===== src/rtl/cc_timer_pkg.sv =====
package cc_timer_pkg;
  typedef enum logic [1:0] {
    CCT_FREE   = 2'b00,
    CCT_MATCH  = 2'b01,
    CCT_EXTCLR = 2'b10
  } cct_mode_e;

  localparam logic [1:0] ADR_CNT  = 2'd0;
  localparam logic [1:0] ADR_CH0  = 2'd1;
  localparam logic [1:0] ADR_CH1  = 2'd2;
  localparam logic [1:0] ADR_STAT = 2'd3;

  // valid-edge decision: sel[0] rising, sel[1] falling
  function automatic logic edge_hit(input logic [1:0] sel, input logic prev, input logic cur);
    return (sel[0] & ~prev & cur) | (sel[1] & prev & ~cur);
  endfunction

  // next counter value for one count step
  function automatic logic [15:0] step_val(input logic [15:0] cnt, input logic clr);
    return clr ? 16'h0000 : cnt + 16'h0001;
  endfunction
endpackage


===== src/rtl/cct_edge.sv =====
module cct_edge
  import cc_timer_pkg::*;
(
  input  logic       clk,
  input  logic       rst_n,
  input  logic       pin,
  input  logic [1:0] sel,
  output logic       hit
);
  logic s1, s2, prev;

  always_ff @(posedge clk) begin
    if (!rst_n) begin
      s1 <= 1'b0; s2 <= 1'b0; prev <= 1'b0;
    end else begin
      s1 <= pin; s2 <= s1; prev <= s2;
    end
  end

  assign hit = edge_hit(sel, prev, s2);
endmodule


===== src/rtl/cct_ccreg.sv =====
module cct_ccreg #(
  parameter int W = 16
) (
  input  logic         clk,
  input  logic         rst_n,
  input  logic         cap_ev,
  input  logic [W-1:0] cnt_in,
  input  logic         wr_en,
  input  logic [W-1:0] wdata,
  output logic [W-1:0] q
);
  always_ff @(posedge clk) begin
    if (!rst_n)      q <= '0;
    else if (cap_ev) q <= cnt_in;   // capture wins over CPU access
    else if (wr_en)  q <= wdata;
  end

  assert_capture_load_R9: assert property (@(posedge clk) disable iff (!rst_n)
    cap_ev |=> q == $past(cnt_in));
endmodule


===== src/rtl/cct_counter.sv =====
module cct_counter
  import cc_timer_pkg::*;
#(
  parameter int W = 16
) (
  input  logic         clk,
  input  logic         rst_n,
  input  logic         run,
  input  logic         step,
  input  logic [1:0]   mode,
  input  logic         cmp_en,
  input  logic [W-1:0] cmp_val,
  input  logic         ext_clr,
  input  logic         sw_clr,
  output logic [W-1:0] cnt,
  output logic         ovf_flag,
  output logic         match_irq,
  output logic         cmp_hit,
  output logic         wrap_ev
);
  localparam logic [W-1:0] ALL_ONES = '1;
  logic match_clr, wrap_hold;

  assign cmp_hit   = step & cmp_en & (cnt == cmp_val);
  assign match_clr = cmp_hit & (mode == CCT_MATCH);
  assign wrap_ev   = step & (cnt == ALL_ONES);

  always_ff @(posedge clk) begin
    if (!rst_n) begin
      cnt <= '0; ovf_flag <= 1'b0; match_irq <= 1'b0; wrap_hold <= 1'b0;
    end else begin
      if (ext_clr)   cnt <= '0;
      else if (step) cnt <= W'(step_val(16'(cnt), match_clr));
      match_irq <= cmp_hit;
      if (wrap_ev)   wrap_hold <= 1'b1;
      else if (step || ext_clr) wrap_hold <= 1'b0;
      ovf_flag  <= wrap_ev | (ovf_flag & ~(sw_clr & ~wrap_hold));
    end
  end

  assert_hold_stopped_R12: assert property (@(posedge clk) disable iff (!rst_n)
    !run |=> $stable(cnt));
  assert_step_R2: assert property (@(posedge clk) disable iff (!rst_n)
    (step && !ext_clr && !match_clr) |=> cnt == W'($past(cnt) + 1'b1));
  assert_wrap_sets_flag_R5: assert property (@(posedge clk) disable iff (!rst_n)
    wrap_ev |=> ovf_flag);
  assert_irq_source_R13: assert property (@(posedge clk) disable iff (!rst_n)
    match_irq |-> $past(cmp_en));
endmodule


===== src/rtl/cc_timer.sv =====
module cc_timer
  import cc_timer_pkg::*;
#(
  parameter int W = 16
) (
  input  logic         clk,
  input  logic         rst_n,
  input  logic         run,
  input  logic         cnt_en,
  input  logic [1:0]   mode,
  input  logic         ch0_cap,
  input  logic         ch1_cap,
  input  logic [1:0]   edge_sel0,
  input  logic [1:0]   edge_sel1,
  input  logic         ti0,
  input  logic         ti1,
  input  logic [1:0]   cpu_addr,
  input  logic         cpu_wr,
  input  logic         cpu_rd,
  input  logic [W-1:0] cpu_wdata,
  output logic [W-1:0] cpu_rdata,
  output logic         ovf_flag,
  output logic         match_irq
);
  localparam int NCH = 2;

  logic [NCH-1:0] raw_ev, run_ev, cap_mode, cap_ev, wr_ch;
  logic [W-1:0]   ch_q [NCH];
  logic [W-1:0]   cnt;
  logic           ext_clr, sw_clr, step, cmp_hit, wrap_ev;

  cct_edge u_e0 (.clk(clk), .rst_n(rst_n), .pin(ti0), .sel(edge_sel0), .hit(raw_ev[0]));
  cct_edge u_e1 (.clk(clk), .rst_n(rst_n), .pin(ti1), .sel(edge_sel1), .hit(raw_ev[1]));

  assign run_ev   = raw_ev & {NCH{run}};
  assign cap_mode = {ch1_cap, ch0_cap};
  assign step     = run & cnt_en;
  assign ext_clr  = run_ev[0] & (mode == CCT_EXTCLR);
  assign sw_clr   = cpu_wr & (cpu_addr == ADR_STAT) & ~cpu_wdata[0];

  // channel k is triggered by the opposite input
  for (genvar k = 0; k < NCH; k++) begin : g_ch
    assign cap_ev[k] = cap_mode[k] & run_ev[NCH-1-k];
    assign wr_ch[k]  = cpu_wr & (cpu_addr == 2'(k + 1));
    cct_ccreg #(.W(W)) u_reg (
      .clk(clk), .rst_n(rst_n), .cap_ev(cap_ev[k]), .cnt_in(cnt),
      .wr_en(wr_ch[k]), .wdata(cpu_wdata), .q(ch_q[k]));
  end

  cct_counter #(.W(W)) u_cnt (
    .clk(clk), .rst_n(rst_n), .run(run), .step(step), .mode(mode),
    .cmp_en(~ch0_cap), .cmp_val(ch_q[0]), .ext_clr(ext_clr), .sw_clr(sw_clr),
    .cnt(cnt), .ovf_flag(ovf_flag), .match_irq(match_irq),
    .cmp_hit(cmp_hit), .wrap_ev(wrap_ev));

  always_ff @(posedge clk) begin
    if (!rst_n) cpu_rdata <= '0;
    else if (cpu_rd) begin
      unique case (cpu_addr)
        ADR_CNT:  cpu_rdata <= cnt;
        ADR_CH0:  cpu_rdata <= ch_q[0];
        ADR_CH1:  cpu_rdata <= ch_q[1];
        default:  cpu_rdata <= {{(W-1){1'b0}}, ovf_flag};
      endcase
    end
  end

  assert_no_cap_stopped_R12: assert property (@(posedge clk) disable iff (!rst_n)
    !run |=> ($stable(ch_q[0]) || $past(wr_ch[0])) && ($stable(ch_q[1]) || $past(wr_ch[1])));
  assert_no_match_capture_R13: assert property (@(posedge clk) disable iff (!rst_n)
    ch0_cap |-> !cmp_hit);
  assert_wrap_clears_R4: assert property (@(posedge clk) disable iff (!rst_n)
    (wrap_ev && !ext_clr) |=> cnt == '0);
endmodule


===== config.mk =====
export PLATFORM = sky130hd
export DESIGN_NAME = cc_timer
export DESIGN_NICKNAME = d
export VERILOG_FILES = /design/src/rtl/cc_timer_pkg.sv /design/src/rtl/cct_edge.sv /design/src/rtl/cct_ccreg.sv /design/src/rtl/cct_counter.sv /design/src/rtl/cc_timer.sv
export SDC_FILE = /design/constraint.sdc
export NUM_CORES = 1
export LEC_CHECK = 0
export ABC_AREA = 0
export BUFFER_PORTS_ARGS = -buffer_cell sky130_fd_sc_hd__buf_2
export CORE_ASPECT_RATIO = 1.25
export CORE_UTILIZATION = 59
export CTS_BUF_LIST = sky130_fd_sc_hd__clkbuf_4 sky130_fd_sc_hd__clkbuf_8
export DETAILED_ROUTE_END_ITERATION = 10
export PLACE_DENSITY = 0.93
export SETUP_SLACK_MARGIN = 0.5
export SLEW_MARGIN = 20
export SYNTH_ARGS = -nofsm -noshare
export SYNTH_HDL_FRONTEND = slang
export SYNTH_SLANG_ARGS = --single-unit

===== constraint.sdc =====
create_clock -name clk -period 2.1 [get_ports clk]
set_clock_uncertainty 0.05 [all_clocks]
set_input_delay 0.42 -clock clk [delete_from_list [all_inputs] [get_ports clk]]
set_output_delay 0.42 -clock clk [all_outputs]
set_load 0.01 [all_outputs]

==> summary.txt <==
Layout
  – Layout area overhead: 21.37%
  – Ratio of cells with drive above 1 in the final layout: 26.49%
  – Post-Layout Cell Count: 553
  – N_diodes: 0
  – Final nets: 517

STA
  – Worst slew pin tran: 0.5487 ns
  – Endpoints failing setup: 0
  – Setup TNS: 0 ns
  – RSZ-0062 raised after global routing: true
  – Fmax: 506.7 MHz
  – Hold Slack: 0.2301 ns
  – Relative slew slack: 62.94%
  – Min Tclk post-route: 1.974 ns
  – Final period util: 93.99%
  – Post-route setup slack: 0.1263 ns
  – Final Max Slew Viols: 0
  – Final-report hold violation count: 0

Synth
  – Synth Flop Type: dfxtp_1
  – Area share of and/or/nand/nor cells after synthesis: 20.50%
  – Synth Area in Compound Gates: 14.35%
  – Post-synthesis net count: 454
  – Synth Instances: 419
  – Synth Area per Inst: 8.552 sq um
  – Synth area leader: dfxtp_1
  – Synth top area cells: dfxtp_1, mux2i_1, nor2_1
  – Synth Area in Adders: 0.3492%
  – #FFs+latches synth: 73
  – Mapped cell area: 3583 sq um
  – Largest family of logic cells by synthesized area: simple AND/OR/NAND/NOR gates
  – Synth cell count leaders: nor2_1, dfxtp_1, mux2i_1, a211oi_1, nand2_1
  – Post-synthesis xor/xnor area fraction: 7.577%
  – Cell with the most instances after synthesis: nor2_1
  – Synthesis warning total: 0
  – Synth cell types: 34
  – Number of synthesized flops with an enable pin: 0
  – Area share of the largest cell type after synthesis: 40.78%
  – Mux contribution to synthesized area: 9.567%
  – Register area share after synthesis: 40.78%
  – Fraction of registers with async set or reset after synthesis: 0%

Placement
  – # placed instances: 523
  – IO buf count: 51
  – Post-Place Worst Slack: 0.1886 ns
  – Global placement routability congestion: 0.9214
  – HPWL Detailed: 6197 microns

Die
  – Die area: 6391 sq um
  – DIE HEIGHT: 89.13 microns
  – Ports: 52
  – Die span in x: 71.71 microns
  – Core Footprint: 5818 sq um
  – Initial core utilization: 61.59%
  – Std-Cell Rows: 31

Worst setup path
  – Crit path cell chain: xor2_1 -> nor3_1 -> nand3_2 -> o41ai_4 -> buf_4 -> buf_12 -> nor2_1
  – Worst path buffer plus inverter count: 2
  – Crit start category: flop
  – Setup CP Type: flop to flop
  – Crit Path Max Fanout: 7
  – Worst Setup End Kind: flop
  – WP data required: 2.29 ns
  – CP peak stage delay: 0.38 ns
  – Slowest-stage cell, CP: nor3_1
  – CP Data Arrival Time: 2.17 ns
  – CP top delay family: simple AND/OR/NAND/NOR gates

Clocking
  – Clock transition at the registers of the reported paths: 0.07 ns
  – Clock sinks: 73
  – Number of CTS-inserted buffers: 9
  – CTS tree: built
  – CTS H-Tree Depth: 3
  – Clk_lat worst skew: 0.36 ns
  – Clk root buf: clkbuf_8
  – Hold bufs inserted after CTS: 0
  – Maximum clock insertion buffer count: 2

Drt
  – Via count: 3522
  – Post-DRT Antenna Nets: 0
  – DRC Markers: 0
  – Avg WL per Cell: 18.67 microns
  – Final WL: 10320 microns
  – 1st-iter DRT viols: 579
  – DR vias/cell: 6.369
  – Pre-Repair DR Iteration Count: 6

Hold path
  – Min-Delay Path Class: input pin to flop

Power
  – Power share of the combinational group: 12.1%
  – Clock share of power: 41.9%
  – Leakage power: 1.976 nW
  – Sequential Power Share: 45.9%
  – Max IR drop VDD: 0.5234 mV
  – Sw frac: 25.01%
  – PnR Total Power: 3.204 mW
  – Int Pwr: 2.403 mW
  – Sw Pwr: 801.6 uW
  – Power Density: 736.8 nW/um^2

GRT
  – Total gr overflow: 0
  – Antenna violations before repair: 0
  – Vias in the first global route: 3265
  – Largest net degree at the start of global routing: 51
  – First-pass GRT wire length: 15730 microns
  – Total GRT Usage: 32.14%

Status
  – Status: complete, no violations

Flow run
  – Max-capacitance violation count: 0
==> final cells by class <==
class	instances	area [sq um]
repair buffers	92	604.3
clock inverters	7	117.6
inverters	5	18.77
fillers	351	1469
multi-input cells	301	1932
clock buffers	9	123.9
well taps	66	82.58
flip-flops and latches	73	1470
==> layer usage <==
layer	vias to the layer above	track usage, %	routed length (microns)
li1	1588	-	-
met1	1632	37.24	3962
met2	236	53.34	4892
met3	66	7.328	834
met4	0	21.57	634
met5	-	0	0
==> state kept, by name, summed over array words and instances (netlist names) <==
name	count
u_cnt.ovf_flag	1
u_cnt.cnt	16
cpu_rdata	16
u_e0.prev	1
u_e1.s2	1
u_e0.s1	1
u_e1.s1	1
u_cnt.wrap_hold	1
u_cnt.match_irq	1
g_ch.u_reg.q	32
u_e1.prev	1
u_e0.s2	1
==> per-stage QoR <==
| stage | utilization [%] | instance area [sq um] |
|---|---|---|
| after floorplan | - | 3596 |
| after global placement | 67.27 | 3914 |
| after detailed placement | 67.27 | 3914 |
| after CTS | 73.66 | 4285 |
| after global routing | 74.75 | 4349 |
| final | 74.75 | 4349 |
==> worst register-to-register path: cells and delay by family, from the launching register on <==
| kind | cells | cell delay (ns) |
|---|---|---|
| AND/OR/NAND/NOR | 3 | 0.63 |
| AO/OA/AOI/OAI | 1 | 0.36 |
| flip-flops | 1 | 0.34 |
| buffers and inverters | 2 | 0.33 |
| XOR/XNOR | 1 | 0.16 |
==> final timing paths <==
kind / endpoint / start / depth (start not counted) / slack [ns]
max: u_cnt.cnt[11]$_SDFFE_PP0N_ / g_ch[0].u_reg.q[3]$_SDFFE_PN0P_ / 7 / 0.13
min: u_e1.s1$_SDFF_PN0_ / ti1 / 2 / 0.23
max reg2reg: u_cnt.cnt[11]$_SDFFE_PP0N_ / g_ch[0].u_reg.q[3]$_SDFFE_PN0P_ / 7 / 0.13
min reg2reg: u_e1.s2$_SDFF_PN0_ / u_e1.s1$_SDFF_PN0_ / 1 / 0.41
==> power groups by stage <==
stage	sequential, mW	clock, mW	combinational [mW]
floorplan	1.50	0	0.189
CTS	1.47	1.34	0.357
finish	1.47	1.34	0.388
global route	1.48	1.41	0.412
detailed placement	1.50	0	0.304
global placement	1.50	0	0.295
==> cell families after synthesis <==
| family | after synthesis |
|---|---|
| AO/OA/AOI/OAI | 70 |
| XOR/XNOR | 31 |
| adder cells (fa/ha/maj) | 1 |
| buffers and inverters | 45 |
| flip-flops | 73 |
| multiplexers | 33 |
| AND/OR/NAND/NOR | 166 |
==> cells in the final DEF, fill, tap and decap left out, drive strengths merged, types with 2 or more instances in the layout <==
master	instances
buf	91
nor2	86
dfxtp	73
mux2i	32
a211oi	31
nand2	27
nand3	26
xor2	21
a311oi	16
a21oi	16
xnor2	10
clkbuf	10
and2	7
inv	5
o21ai	5
nand4	4
nor3	4
nor4	4
clkinv	4
nand3b	3
bufinv	3
and4	2
==> timing repair <==
action                                  CTS  global route
endpoints found under the setup margin   18            25
cloned                                    1             0
pin swaps                                 6             9
setup buffers                             9             4
resized for setup                        10            13
Power figures use the tool's default switching activity.
